`config.mk`:
```
export PLATFORM = sky130hd
export DESIGN_NAME = span_coalescer
export DESIGN_NICKNAME = d
export VERILOG_FILES = /design/src/rtl/span_coalescer_pkg.sv /design/src/rtl/sc_span_track.sv /design/src/rtl/sc_rect_slot.sv /design/src/rtl/span_coalescer.sv
export SDC_FILE = /design/constraint.sdc
export NUM_CORES = 1
export LEC_CHECK = 0
export CORE_MARGIN = 1.5
export CORE_UTILIZATION = 55
export CTS_CLUSTER_SIZE = 10
export DETAILED_ROUTE_END_ITERATION = 7
export DONT_BUFFER_PORTS = 1
export GPL_TIMING_DRIVEN = 0
export PLACE_DENSITY_LB_ADDON = 0.2
export SLEW_MARGIN = 15
export SYNTH_ARGS = -nofsm -noshare
export SYNTH_HDL_FRONTEND = slang
export SYNTH_SLANG_ARGS = --single-unit
```
`constraint.sdc`:
```
create_clock -name clk -period 4.8 [get_ports clk]
set_clock_uncertainty 0.1 [all_clocks]
set_input_delay 0.24 -clock clk [delete_from_list [all_inputs] [get_ports clk]]
set_output_delay 0.24 -clock clk [all_outputs]
set_load 0.03 [all_outputs]
```
`src/rtl/span_coalescer_pkg.sv`:
```
// Shared types for the span coalescer.
package span_coalescer_pkg;
    typedef enum logic [1:0] {
        ST_IDLE  = 2'd0,
        ST_SCAN  = 2'd1,
        ST_DRAIN = 2'd2
    } sc_state_e;
endpackage

```
`src/rtl/sc_span_track.sv`:
```
// Row counter and open-span tracker.
// Each accepted row steps the index. The module reports a closed span
// (first row and count) in the same cycle as the row that closes it.
// Assumes height >= 1 whenever a step occurs, and that clear precedes a frame.
module sc_span_track #(
    parameter int ROW_W = 11
) (
    input  logic             clk,
    input  logic             rst_n,
    input  logic             clear,
    input  logic             step,
    input  logic             dirty,
    input  logic [ROW_W-1:0] height,
    output logic             is_last,
    output logic             close_fire,
    output logic [ROW_W-1:0] close_y0,
    output logic [ROW_W-1:0] close_rows
);
    logic [ROW_W-1:0] row_idx_q;
    logic [ROW_W-1:0] start_q;
    logic             open_q;
    logic [ROW_W-1:0] base;

    // Last-row detect and span-close decode for the current beat.
    always_comb begin
        is_last    = (row_idx_q == height - ROW_W'(1));
        base       = open_q ? start_q : row_idx_q;
        close_fire = 1'b0;
        close_y0   = start_q;
        close_rows = '0;
        if (step) begin
            if (open_q && !dirty) begin
                close_fire = 1'b1;
                close_rows = row_idx_q - start_q;
            end else if (dirty && is_last) begin
                close_fire = 1'b1;
                close_y0   = base;
                close_rows = height - base;
            end
        end
    end

    // Row index, span-open flag and span start register.
    always_ff @(posedge clk) begin
        if (!rst_n || clear) begin
            row_idx_q <= '0;
            start_q   <= '0;
            open_q    <= 1'b0;
        end else if (step) begin
            row_idx_q <= row_idx_q + ROW_W'(1);
            if (close_fire) begin
                open_q <= 1'b0;
            end else if (dirty && !open_q) begin
                open_q  <= 1'b1;
                start_q <= row_idx_q;
            end
        end
    end

    // a closed span never has zero rows
    p_rows_nonzero_r4: assert property (@(posedge clk) disable iff (!rst_n)
        close_fire |-> (close_rows != '0));
endmodule

```
`src/rtl/sc_rect_slot.sv`:
```
// Single-entry holding register for one output rectangle, with valid/ready.
// Assumes load is asserted only while the slot is empty.
module sc_rect_slot #(
    parameter int ROW_W = 11,
    parameter int COL_W = 12
) (
    input  logic             clk,
    input  logic             rst_n,
    input  logic             load,
    input  logic [ROW_W-1:0] in_y0,
    input  logic [ROW_W-1:0] in_rows,
    input  logic [COL_W-1:0] in_width,
    output logic             out_valid,
    input  logic             out_ready,
    output logic [ROW_W-1:0] out_y0,
    output logic [ROW_W-1:0] out_rows,
    output logic [COL_W-1:0] out_width
);
    // Capture a rectangle on load; release it on handshake.
    always_ff @(posedge clk) begin
        if (!rst_n) begin
            out_valid <= 1'b0;
            out_y0    <= '0;
            out_rows  <= '0;
            out_width <= '0;
        end else if (load) begin
            out_valid <= 1'b1;
            out_y0    <= in_y0;
            out_rows  <= in_rows;
            out_width <= in_width;
        end else if (out_ready) begin
            out_valid <= 1'b0;
        end
    end

    // a stalled rectangle keeps its fields
    p_hold_r8: assert property (@(posedge clk) disable iff (!rst_n)
        (out_valid && !out_ready) |=> (out_valid && $stable(out_y0)
                                       && $stable(out_rows) && $stable(out_width)));
    // no load into an occupied slot
    p_no_overwrite_r8: assert property (@(posedge clk) disable iff (!rst_n)
        load |-> !out_valid);
endmodule

```
`src/rtl/span_coalescer.sv`:
```
// Dirty scanline span coalescer top.
// Frame FSM: idle -> scan rows (or emit a full-frame rectangle) -> drain -> done.
// Assumes rows arrive in order 0..height-1 after each accepted start.
module span_coalescer
    import span_coalescer_pkg::*;
#(
    parameter int ROW_W = 11,
    parameter int COL_W = 12
) (
    input  logic             clk,
    input  logic             rst_n,
    input  logic             frm_start,
    input  logic             frm_full,
    input  logic [ROW_W-1:0] frm_height,
    input  logic [COL_W-1:0] frm_width,
    input  logic             row_valid,
    input  logic             row_dirty,
    output logic             row_ready,
    output logic             rect_valid,
    input  logic             rect_ready,
    output logic [ROW_W-1:0] rect_y0,
    output logic [ROW_W-1:0] rect_rows,
    output logic [COL_W-1:0] rect_width,
    output logic             frame_done
);
    localparam int SUM_W = ROW_W + 1;

    sc_state_e        state_q;
    logic [ROW_W-1:0] height_q;
    logic [COL_W-1:0] width_q;
    logic             take_start;
    logic             full_go;
    logic             step;
    logic             is_last;
    logic             close_fire;
    logic [ROW_W-1:0] close_y0;
    logic [ROW_W-1:0] close_rows;
    logic             slot_load;
    logic [ROW_W-1:0] slot_y0;
    logic [ROW_W-1:0] slot_rows;
    logic [COL_W-1:0] slot_width;

    // Handshake and load-source selection.
    always_comb begin
        take_start = (state_q == ST_IDLE) && frm_start;
        full_go    = take_start && frm_full && (frm_height != '0);
        row_ready  = (state_q == ST_SCAN) && !rect_valid;
        step       = row_valid && row_ready;
        slot_load  = full_go || close_fire;
        slot_y0    = full_go ? '0 : close_y0;
        slot_rows  = full_go ? frm_height : close_rows;
        slot_width = full_go ? frm_width : width_q;
    end

    // Frame FSM, latched frame parameters and done pulse.
    always_ff @(posedge clk) begin
        if (!rst_n) begin
            state_q    <= ST_IDLE;
            height_q   <= '0;
            width_q    <= '0;
            frame_done <= 1'b0;
        end else begin
            frame_done <= 1'b0;
            case (state_q)
                ST_IDLE: if (frm_start) begin
                    height_q <= frm_height;
                    width_q  <= frm_width;
                    state_q  <= (frm_full || frm_height == '0) ? ST_DRAIN : ST_SCAN;
                end
                ST_SCAN: if (step && is_last) state_q <= ST_DRAIN;
                ST_DRAIN: if (!rect_valid) begin
                    frame_done <= 1'b1;
                    state_q    <= ST_IDLE;
                end
                default: state_q <= ST_IDLE;
            endcase
        end
    end

    sc_span_track #(.ROW_W(ROW_W)) u_track (
        .clk       (clk),
        .rst_n     (rst_n),
        .clear     (take_start),
        .step      (step),
        .dirty     (row_dirty),
        .height    (height_q),
        .is_last   (is_last),
        .close_fire(close_fire),
        .close_y0  (close_y0),
        .close_rows(close_rows)
    );

    sc_rect_slot #(.ROW_W(ROW_W), .COL_W(COL_W)) u_slot (
        .clk      (clk),
        .rst_n    (rst_n),
        .load     (slot_load),
        .in_y0    (slot_y0),
        .in_rows  (slot_rows),
        .in_width (slot_width),
        .out_valid(rect_valid),
        .out_ready(rect_ready),
        .out_y0   (rect_y0),
        .out_rows (rect_rows),
        .out_width(rect_width)
    );

    // intake is stalled while a rectangle waits
    p_stall_r8: assert property (@(posedge clk) disable iff (!rst_n)
        rect_valid |-> !row_ready);
    // done never overlaps a pending rectangle
    p_done_clear_r9: assert property (@(posedge clk) disable iff (!rst_n)
        frame_done |-> !rect_valid);
    // a rectangle never extends past the frame height
    p_in_frame_r5: assert property (@(posedge clk) disable iff (!rst_n)
        rect_valid |-> (SUM_W'(rect_y0) + SUM_W'(rect_rows) <= SUM_W'(height_q)));
    // a full update presents the whole frame on the next cycle
    p_full_frame_r7: assert property (@(posedge clk) disable iff (!rst_n)
        full_go |=> (rect_valid && rect_y0 == '0 && rect_rows == height_q));
    // the width latched at frame start is reported
    p_width_r6: assert property (@(posedge clk) disable iff (!rst_n)
        rect_valid |-> (rect_width == width_q));
endmodule

```
==> impl_metrics.json <==
{
  "grt_use_total_pct": 30.9,
  "synth.distinct_cells": 58,
  "grt_pass1_vias": 4218,
  "power_density_nw_per_um2": 289,
  "p_comb_share_pct": 15.9,
  "yosys-top-cells-count": "84 x dfxtp_1, 79 x nand2_1, 64 x a21oi_1",
  "fin_setup_tns_ns": 0,
  "vdd_ir_drop_max_uv": 183,
  "ioPinCount": 67,
  "setup_viol": 0,
  "dpl-instance-area_um2": 4920,
  "cts_tree": "done",
  "power_switching_uw": 482,
  "synthCells": 592,
  "critical_path_class": "register to register",
  "synth_edf_count": 0,
  "yosysTopAreaCell": "dfxtp_1",
  "max-clock-path-buffers": 2,
  "fill_cells": 735,
  "synth.avg_cell_area_um2": 8.09,
  "cp.required_ns": 4.94,
  "finalMaxSlewViolations": 0,
  "overflow": 0,
  "cp_data_arrival_time_ns": 4.19,
  "worstMarginPinSlew_ns": 1.08,
  "synth.cell_area_um2": 4790,
  "nets": 683,
  "syn_nets": 646,
  "p_sw_share_pct": 31.0,
  "drcViolationCount": 0,
  "hold_viol": 0,
  "fmaxAchievable_ghz": 0.247,
  "cts_root_buffer": "clkbuf_8",
  "fp-row-count": 33,
  "async_flop_share_pct": 0,
  "dpl.hpwl_um": 10600,
  "finalCriticalPeriod_ns": 4.05,
  "wl_per_cell_um": 19.0,
  "finalCritPeriodShare_pct": 84.4,
  "yosys.cell_count.top_type": "dfxtp_1",
  "die_h_um": 96.3,
  "drt_iter0_drc": 393,
  "clk_latency_ns": 0.36,
  "end_kind": "register",
  "final_cell_area_um2": 5380,
  "vias_per_cell": 6.20,
  "seqPwrFrac_pct": 50.1,
  "cts_hold_buf": 26,
  "synth_area_leaders": "dfxtp_1 35%, a21oi_1 6.7%, nand2_1 6.2%",
  "ys_ff_latch": 84,
  "area_growth_pct": 12.3,
  "antenna_found_initial": 0,
  "h-tree-depth": 3,
  "portBuffers": 0,
  "ctsResizeCount": 0,
  "instances_no_fill": 738,
  "rsz0062_at_grt": "no",
  "dpl.cell_count": 697,
  "coreArea_um2": 8340,
  "grt_max_degree": 16,
  "drive_gt1_share_pct": 5.06,
  "outcome": "complete, no violations",
  "vias": 4573,
  "grt_pass1_wl_um": 21400,
  "dp_slack_ns": 0.836,
  "hold_depth": 2,
  "cap_violations": 0,
  "start_util_pct": 57.5,
  "startpoint_type": "register",
  "pwr-share-clk_pct": 34.0,
  "antenna_cells": 0,
  "path_max_fanout": 10,
  "leakagePower_uw": 0.00203,
  "hold_class": "input pin to register",
  "rr_worst_depth": 15,
  "clkTransAtPathRegs_ns": 0.09,
  "die_area_um2": 9280,
  "die_w_um": 96.3,
  "cts_sinks": 84,
  "gp_congestion": 0.941,
  "postCtsSetupBuffers": 0,
  "synth_top_area_share_pct": 35.1,
  "dr.pass1.iters": 5,
  "setup_ws_ns": 0.749,
  "wirelength_um": 14000,
  "synth-seq-area-share_pct": 35.1,
  "hold_slack_ns": 0.00860,
  "p_int_uw": 1070,
  "ys_warn_count": 0,
  "yosys_most_used_dff": "dfxtp_1",
  "ant_nets": 0,
  "relSlewSlack_pct": 27.7,
  "cts-buffers-inserted": 9
}
==> power by group through the flow <==
| stage | Sequential, uW | Combinational, uW | Clock [uW] |
|---|---|---|---|
| after floorplan | 786 | 179 | 0 |
| after CTS | 779 | 243 | 534 |
| final | 779 | 248 | 529 |
| after detailed placement | 795 | 223 | 0 |
| after global placement | 794 | 217 | 0 |
| after global routing | 783 | 273 | 557 |
==> sequential cells by signal, summed over array words and instances, names as in the netlist <==
signal             cells
state_q                2
frame_done             1
u_slot.out_valid       1
u_track.open_q         1
u_track.row_idx_q     11
height_q              11
width_q               12
u_slot.out_y0         11
u_track.start_q       11
u_slot.out_rows       11
u_slot.out_width      12
==> through the flow <==
stage / utilization, % / power (uW)
3_3_place_gp: 59.0 / 1010
2_1_floorplan: - / 964
5_1_grt: 64.5 / 1610
4_1_cts: 64.5 / 1560
3_5_place_dp: 59.0 / 1020
6_report: 64.5 / 1560
==> cells by family after synthesis <==
family / Yosys count / synth area share (%)
compound gates: 151 / 20.7
xor+xnor: 35 / 6.40
fa+ha+maj: 24 / 6.58
buf+inv: 68 / 5.67
flops: 84 / 35.1
mux: 23 / 4.80
simple gates: 207 / 20.8
==> routing by layer <==
metal,part of all wire [%],global-route usage (%)
met3,9.1,7.82
met1,43,40.6
met4,4.6,14.7
met2,44,47.2
met5,0,0
==> layout make-up <==
type                       count  area (um^2)  area share (%)
clock inverter                 6         73.8            1.37
inverter                      32          120            2.23
tap                          105          131            2.44
multi-input combinational    440         2840            52.8
sequential                    84         1680            31.2
clock buffer                   9          124            2.30
buffer                        36          151            2.81
timing repair buffer          26          260            4.84
==> cell usage in the layout, fill, tap and decap left out, types with 13 or more instances in the layout <==
master / instances
a21oi_1: 64
a22o_1: 14
clkbuf_1: 26
dfxtp_1: 84
dlygate4sd3_1: 26
ha_1: 22
inv_1: 31
mux2i_1: 23
nand2_1: 79
nor2_1: 51
nor3_1: 13
o21ai_0: 17
xnor2_1: 19
xor2_1: 16
==> worst max-delay path, stage by stage (launching register included) <==
cell and delay, ns:
dfxtp_1 0.31, clkbuf_1 0.34, buf_1 0.59, nand2_1 0.10
o21ai_0 0.18, ha_1 0.24, inv_1 0.06, fa_1 0.40
a21oi_1 0.20, o211ai_1 0.14, a2111o_1 0.43, a31o_2 0.25
a21oi_1 0.17, xnor2_1 0.14, o22a_1 0.19, o211ai_1 0.09
==> path summary, 6_finish.rpt <==
| kind | slack, ns | startpoint | end |
|---|---|---|---|
| worst max-delay path | 0.75 | u_track.open_q | u_slot.out_rows[10] |
| worst min register to register | 0.36 | width_q[4] | width_q[4] |
| worst max register to register | 0.75 | u_track.open_q | u_slot.out_rows[10] |
| worst min-delay path | 0.009 | frm_width[4] | u_slot.out_width[4] |
(Power assumes the default switching activity.)
